===== src/rtl/bcc_pkg.sv =====
package bcc_pkg;
  // Offset width inside the largest (8-column) burst block
  localparam int OFF_W = 3;
  localparam int CNT_W = OFF_W + 1;

  typedef enum logic [1:0] {
    BL1 = 2'd0,
    BL2 = 2'd1,
    BL4 = 2'd2,
    BL8 = 2'd3
  } burstLen_e;

  typedef struct packed {
    logic clear;  // row closed: drop all state
    logic load;   // capture external column address
    logic step;   // emit one word and advance the pointer
  } colStrobes_t;
endpackage


===== src/rtl/bcc_ctrl.sv =====
module bcc_ctrl
  import bcc_pkg::*;
(
  input  logic              clk,
  input  logic              rst_n,
  input  logic              rowActive,
  input  logic              colStrobe,
  input  logic [1:0]        burstSel,
  output colStrobes_t       strobes,
  output logic [OFF_W-1:0]  wrapMask
);
  logic             strobePrev;
  logic             loaded;
  logic [CNT_W-1:0] beatsDone;
  logic [CNT_W-1:0] burstLen;
  logic [CNT_W-1:0] selLen;
  logic             riseSeen;

  assign selLen   = CNT_W'(1) << burstSel;
  assign riseSeen = colStrobe & ~strobePrev;

  always_comb begin
    strobes.clear = ~rowActive;
    strobes.load  = rowActive & riseSeen & ~loaded;
    strobes.step  = rowActive & riseSeen & loaded & (beatsDone < burstLen);
  end

  always_ff @(posedge clk or negedge rst_n) begin
    if (!rst_n) begin
      strobePrev <= 1'b0;
      loaded     <= 1'b0;
      beatsDone  <= '0;
      burstLen   <= '0;
      wrapMask   <= '0;
    end else begin
      strobePrev <= colStrobe;
      if (strobes.clear) begin
        loaded    <= 1'b0;
        beatsDone <= '0;
        burstLen  <= '0;
        wrapMask  <= '0;
      end else if (strobes.load) begin
        loaded    <= 1'b1;
        beatsDone <= '0;
        burstLen  <= selLen;
        wrapMask  <= OFF_W'(selLen - CNT_W'(1));
      end else if (strobes.step) begin
        beatsDone <= beatsDone + CNT_W'(1);
      end
    end
  end
endmodule


===== src/rtl/bcc_datapath.sv =====
module bcc_datapath
  import bcc_pkg::*;
#(
  parameter int COL_W = 10
) (
  input  logic              clk,
  input  logic              rst_n,
  input  colStrobes_t       strobes,
  input  logic [OFF_W-1:0]  wrapMask,
  input  logic [COL_W-1:0]  colAddrIn,
  output logic [COL_W-1:0]  colAddr,
  output logic              dataValid
);
  logic [COL_W-1:0] colPtr;
  logic [COL_W-1:0] fullMask;
  logic [COL_W-1:0] ptrNext;

  assign fullMask = COL_W'(wrapMask);
  assign ptrNext  = (colPtr & ~fullMask) | ((colPtr + COL_W'(1)) & fullMask);

  always_ff @(posedge clk or negedge rst_n) begin
    if (!rst_n) begin
      colPtr    <= '0;
      colAddr   <= '0;
      dataValid <= 1'b0;
    end else if (strobes.clear) begin
      colPtr    <= '0;
      colAddr   <= '0;
      dataValid <= 1'b0;
    end else if (strobes.load) begin
      colPtr    <= colAddrIn;
      colAddr   <= colAddrIn;
      dataValid <= 1'b0;
    end else if (strobes.step) begin
      colPtr    <= ptrNext;
      colAddr   <= colPtr;
      dataValid <= 1'b1;
    end else begin
      dataValid <= 1'b0;
    end
  end
endmodule


===== src/rtl/burst_col_counter.sv =====
module burst_col_counter
  import bcc_pkg::*;
#(
  parameter int COL_W = 10
) (
  input  logic             clk,
  input  logic             rst_n,
  input  logic             rowActive,
  input  logic             colStrobe,
  input  logic [COL_W-1:0] colAddrIn,
  input  logic [1:0]       burstSel,
  output logic [COL_W-1:0] colAddr,
  output logic             dataValid
);
  colStrobes_t      strobes;
  logic [OFF_W-1:0] wrapMask;

  bcc_ctrl u_ctrl (
    .clk       (clk),
    .rst_n     (rst_n),
    .rowActive (rowActive),
    .colStrobe (colStrobe),
    .burstSel  (burstSel),
    .strobes   (strobes),
    .wrapMask  (wrapMask)
  );

  bcc_datapath #(.COL_W(COL_W)) u_dp (
    .clk       (clk),
    .rst_n     (rst_n),
    .strobes   (strobes),
    .wrapMask  (wrapMask),
    .colAddrIn (colAddrIn),
    .colAddr   (colAddr),
    .dataValid (dataValid)
  );
endmodule


===== config.mk =====
export PLATFORM = sky130hd
export DESIGN_NAME = burst_col_counter
export DESIGN_NICKNAME = d
export VERILOG_FILES = /design/src/rtl/bcc_pkg.sv /design/src/rtl/bcc_ctrl.sv /design/src/rtl/bcc_datapath.sv /design/src/rtl/burst_col_counter.sv
export SDC_FILE = /design/constraint.sdc
export NUM_CORES = 1
export LEC_CHECK = 0
export BUFFER_PORTS_ARGS = -buffer_cell sky130_fd_sc_hd__buf_2
export CAP_MARGIN = 0
export CORE_UTILIZATION = 46
export CTS_CLUSTER_DIAMETER = 50
export DETAILED_ROUTE_END_ITERATION = 6
export PLACE_DENSITY = 0.68
export SLEW_MARGIN = 20
export SYNTH_ARGS = -nofsm -noshare
export SYNTH_HDL_FRONTEND = slang
export SYNTH_SLANG_ARGS = --single-unit

===== constraint.sdc =====
create_clock -name clk -period 2.6 [get_ports clk]
set_clock_uncertainty 0.15 [all_clocks]
set_input_delay 0.26 -clock clk [delete_from_list [all_inputs] [get_ports clk]]
set_output_delay 0.26 -clock clk [all_outputs]
set_load 0.05 [all_outputs]

# Yosys cells after proc, flatten, opt, wreduce, memory -nomap -nowiden
# Cells that the tools add are included.
dict set report word_totals {
  ff_bits 34
  wordCells 44
  out_inout_bits 11
  in_bits 16
}
dict set report op_classes {
  n_lt_le_gt_ge 1
  shift 1
  add_sub_neg 3
  n_mux 18
  bitwise_logic 11
  eq_ne 2
}
# op n
set ops {}
lappend ops {{two-way mux 10 bit} 6}
lappend ops {{two-way mux 4 bit} 5}
lappend ops {{adder 10 x 1 -> 10 bit, second input constant} 1}
lappend ops {{bitwise AND 10 bit} 1}
lappend ops {{bitwise AND 10 x 3 -> 10 bit} 1}
lappend ops {{NOT 3 -> 10 bit} 1}
lappend ops {{bitwise OR 10 bit} 1}
lappend ops {{two-way mux 3 bit} 2}
lappend ops {{bitwise AND 1 bit} 5}
lappend ops {{two-way mux 1 bit} 5}
lappend ops {{adder 4 x 1 -> 4 bit, second input constant} 1}
lappend ops {{< comparator 4 bit} 1}
lappend ops {{left shift 1 x 2 -> 4 bit, first input constant} 1}
lappend ops {{!= test 3 x 1 -> 1 bit, second input constant} 1}
lappend ops {{subtractor 3 x 1 -> 3 bit, second input constant} 1}
lappend ops {{!= test 2 x 1 -> 1 bit, second input constant} 1}
lappend ops {{NOT 1 bit} 2}

# Longest topological paths before layout
dict set report depth {
  depth_word 8
  depth_mapped 6
  depth_no_buf 6
}

# By module
# A second synthesis with hierarchy kept.
dict set report hier_totals {
  hier_cells 142
  area_unflattened_um2 1596.5
}
# mod cells_each area_per_inst_um2 instances
set by_module_without_submodules {}
lappend by_module_without_submodules {bcc_datapath 78 967.2 1}
lappend by_module_without_submodules {bcc_ctrl 64 629.4 1}

# Worst setup path before layout
# Ideal clock, no wire load.
dict set report synth_path {
  path_type {register to register}
  startpoint {register u_ctrl.beatsDone[1]}
  endpoint {register u_dp.colAddr[1]}
  arrival_ns 1.842
  path_slack_ns 0.483
  path_buffers 0
  required_ns 2.325
  period_less_slack_ns 2.117
  stages_incl_launch_ff 6
  cell_sequence {dfrtp_1 ha_1 or3b_1 o2111a_1 o21ai_4 mux2_2}
}
dict set report synth_between {
  elab_chain_cells 3
}
# item line_no
set synth_lines {}
lappend synth_lines {{start: declaration} bcc_ctrl.sv:14} ;# logic [CNT_W-1:0] beatsDone;
lappend synth_lines {{start signal: assignment} bcc_ctrl.sv:48} ;# beatsDone <= beatsDone + CNT_W'(1);
lappend synth_lines {{< comparator 4 bit} bcc_ctrl.sv:25} ;# strobes.step = rowActive & riseSeen & loaded & (beatsDone < burstLen);
lappend synth_lines {{bitwise AND 1 bit} bcc_ctrl.sv:25}
lappend synth_lines {{!= test 3 x 1 -> 1 bit (no line)} --}
lappend synth_lines {{end signal: assignment} bcc_datapath.sv:32} ;# colAddr <= colAddrIn;
lappend synth_lines {{end signal: assignment} bcc_datapath.sv:36} ;# colAddr <= colPtr;
lappend synth_lines {{end: declaration} bcc_datapath.sv:11} ;# output logic [COL_W-1:0] colAddr,
# No other way between the ends.
# A chain may end at the register's enable or synchronous reset.

# Worst setup path after layout
dict set report layout_path {
  startpoint {register u_ctrl.beatsDone[1]}
  endpoint {register u_dp.colAddr[5]}
}
# The elaborated chain is that of the path after synthesis.

==> metrics.md <==
| Metric | Value |
|---|---|
| Status | `finished clean` |
| Netlist cell types | `40` |
| Synth area leader | `dfrtp_1` |
| Async SR Flop Fraction | `100%` |
| Critical Path, Cell by Cell | `ha_1, or3b_1, o2111a_1, o21ai_4, mux2_2` |
| Fin. Hold Viols | `0` |
| R2R Setup Slk | `roughly 260 ps` |
| Core Util, Final | `just under 60%` |
| Root buf cell | `clkbuf_4` |
| Share of layout cells above drive strength 1 | `31.5%` |
| Leakage Power | `between 0.0008 and 0.0009 uW` |
| Total gr overflow | `0` |
| Post-CTS Repair Setup Buffers | `0` |
| Crit-path max cell delay | `430 ps` |
| Fin. max-slew vios | `0` |
| Top post-synthesis cells by area | `dfrtp_1 (53%), mux2_2 (6.5%), ha_1 (4.0%)` |
| Worst reg2reg path startpoint | `u_ctrl.beatsDone[1]` |
| DR iter-0 viols | `69` |
| Worst-case clock buffer depth | `2` |
| Synthesized area per cell | `~12 um2` |
| Worst Setup SP | `u_ctrl.beatsDone[1]` |
| Die H | `roughly 60 um` |
| Met2 Use GR | `approximately a third` |
| Footprint of the multi-input gates | `684 um2` |
| Post-route minimum period | `2340 ps` |
| Pwr per Cell Area | `551 nW/um2` |
| Setup TNS Final | `0 ps` |
| HPWL after detailed placement | `between 2000 and 2500 um` |
| Finish-stage setup viols | `0` |
| Peak Freq | `0.427 GHz` |
| Worst-path clk slew | `100 ps` |
| Hold Path Class | `in -> reg` |
| Synth Instances | `133` |
| GR Util met1 | `28.1%` |
| Row Count | `20` |
| Slew @ Worst Pin | `707 ps` |
| WP data arrival | `around 2400 ps` |
| Sequential share of the synthesized area | `roughly 53%` |
| Startpoint Class | `register` |
| DRT Wirelength | `~3400 um` |
| Crit path max-delay cell type | `dfrtp_1` |
| DR pass1 iterations | `4` |
| Most used flip-flop cell after synthesis | `dfrtp_1` |
| Port Buffers | `26` |
| Num CTS Buffers | `5` |
| CP Max Fanout | `10` |
| Critical Path End | `u_dp.colAddr[5]` |
| Number of global-route vias before repair | `between 1000 and 1500` |
| Vias | `roughly 1200` |
| Highest ir drop seen on vdd | `0.288 mV` |
| Worst Reg-to-Reg Cells | `5` |
| Post-synth EDFFs | `0` |
| I/O Pins | `27` |
| Register area | `826 um2` |
| Max Cap Viol | `0` |
| Antenna cell count | `0` |
| Gr busiest metal | `met2` |
| Min-delay src | `colAddrIn[3]` |
| RSZ-0062 raised after global routing | `no` |
| Synth top area share | `around 53%` |
| Wire length per cell | `15.8 um` |
| Critical path type | `reg -> reg` |
| CTS H-tree depth | `2` |
| Initial antenna violation count | `0` |
| Vias/cell | `approximately 5.7` |
| Syn Nets | `roughly 150` |
| Synth Cell Area | `1570 um2` |
| Crit. End Element | `register` |
| P&R area growth vs syn | `16.3%` |
| Reg-to-Reg End | `u_dp.colAddr[5]` |
| Die Wd | `approximately 60 um` |
| Warnings, synthesis | `0` |
| Core Area | `about 3100 um2` |
| First-pass GRT wire length | `around 5600 um` |
| # DRC | `0` |
| Yosys reg bits | `33` |
| Largest net degree at the start of global routing | `34` |
| All-Layer GR Usage | `between 20% and 30%` |
| Clk sinks | `33` |
| GR Util met3 | `about 4%` |
| Relative slew slack | `approximately 53%` |
| Die ar. | `3640 um2` |
| Crit share post-route | `90.1%` |
| CTS tree | `built` |
| Layout Nets | `188` |
| Post-route ant nets | `0` |
| Worst-Skew Late Latency | `340 ps` |
| Starting Density | `between 50% and 60%` |
| Gp weighted congestion | `between 0.8 and 0.9` |
| CP required | `2680 ps` |
| Filler cells | `266` |
worst max-delay path: cells and delay by family (launching register included):
kind / cells / cell delay, ps
flops: 1 / 430
compound gates: 2 / 630
simple gates: 1 / 410
fa+ha+maj: 1 / 230
mux: 1 / 380
registers in the layout, indices dropped and copies added (netlist names):
register	flops
u_dp.dataValid	1
u_dp.colAddr	10
u_ctrl.beatsDone	4
u_dp.colPtr	10
u_ctrl.loaded	1
u_ctrl.burstLen	4
u_ctrl.strobePrev	1
u_ctrl.wrapMask	2
Yosys cell counts, drive strengths merged, types with 2 or more instances:
| cell | count |
|---|---|
| nand3b | 2 |
| o21ai | 7 |
| ha | 5 |
| a21boi | 3 |
| buf | 4 |
| a211oi | 4 |
| a21oi | 5 |
| nor2 | 3 |
| mux2 | 9 |
| o21a | 2 |
| mux2i | 2 |
| nand2 | 11 |
| a22o | 8 |
| nand3 | 7 |
| dfrtp | 33 |
| and2 | 2 |
| inv | 5 |
| nor3 | 3 |
| nand4 | 2 |
layer usage:
metal	wire (um)	vias to the layer above	part of all wire, %
li1	-	563	-
met4	65	0	1.9
met3	153	8	4.6
met5	0	-	0
met1	1490	601	44
met2	1650	36	49
stage by stage:
step,cells,worst slack (ps),hold WS [ps],total power (uW),instance area (um2)
detailed placement,200,281,211,730,1730
CTS,211,263,0.250,1010,1810
finish,212,257,9.01,1000,1820
global placement,200,388,194,724,1730
floorplan,133,483,-186,676,1570
global route,212,177,6.40,1050,1820
power breakdown:
part | internal (uW) | total, uW | switching, uW | leakage, uW
registers | 539 | 557 | 18.5 | 0.000449
clock network | 103 | 279 | 176 | 0.0000320
logic | 59.4 | 167 | 107 | 0.000386
total | 701 | 1000 | 302 | 0.000867
what timing repair did:
| item | CTS | global route |
|---|---|---|
| endpoints found under the hold margin | 35 | 1 |
| hold buffers | 3 | 1 |
| gates resized for setup | 0 | 0 |
area by class of cell:
cell class	instances	area share (%)
Sequential cell	33	45.4
Multi-Input combinational cell	90	37.6
Timing Repair Buffer	32	10.2
Tap cell	44	3.02
Clock buffer	6	2.27
Inverter	5	1.03
Clock inverter	2	0.550
worst min path at each step:
stage | end | slack, ps | cells past startpoint
floorplan | u_ctrl.beatsDone[0] | -190 | 0
global placement | u_ctrl.loaded | 190 | 1
detailed placement | u_ctrl.loaded | 210 | 1
CTS | u_dp.colPtr[3] | 0.2 | 2
global route | u_dp.colPtr[7] | 6 | 2
finish | u_dp.colPtr[3] | 9 | 2
layout by cell type (no fill, tap or decap), types with 2 or more instances in the layout:
cell type,instances
dfrtp_1,33
buf_2,26
nand2_1,11
mux2_2,9
nand3_1,7
a22o_2,6
inv_1,5
a21oi_1,5
o21ai_0,5
ha_1,5
clkbuf_4,5
a211oi_1,4
dlygate4sd3_1,4
nor2_1,3
a21boi_0,3
nor3_1,3
o21a_1,2
a22o_1,2
and2_1,2
mux2i_1,2
nand3b_1,2
clkinv_2,2
buf_4,2
logic make-up after synthesis:
family | Yosys count | share of synthesized area, %
buf+inv | 10 | 3.92
flops | 33 | 52.8
fa+ha+maj | 5 | 4.00
compound gates | 37 | 18.3
mux | 11 | 7.75
simple gates | 37 | 13.3
Note: power is estimated with default switching activity, not from simulation.
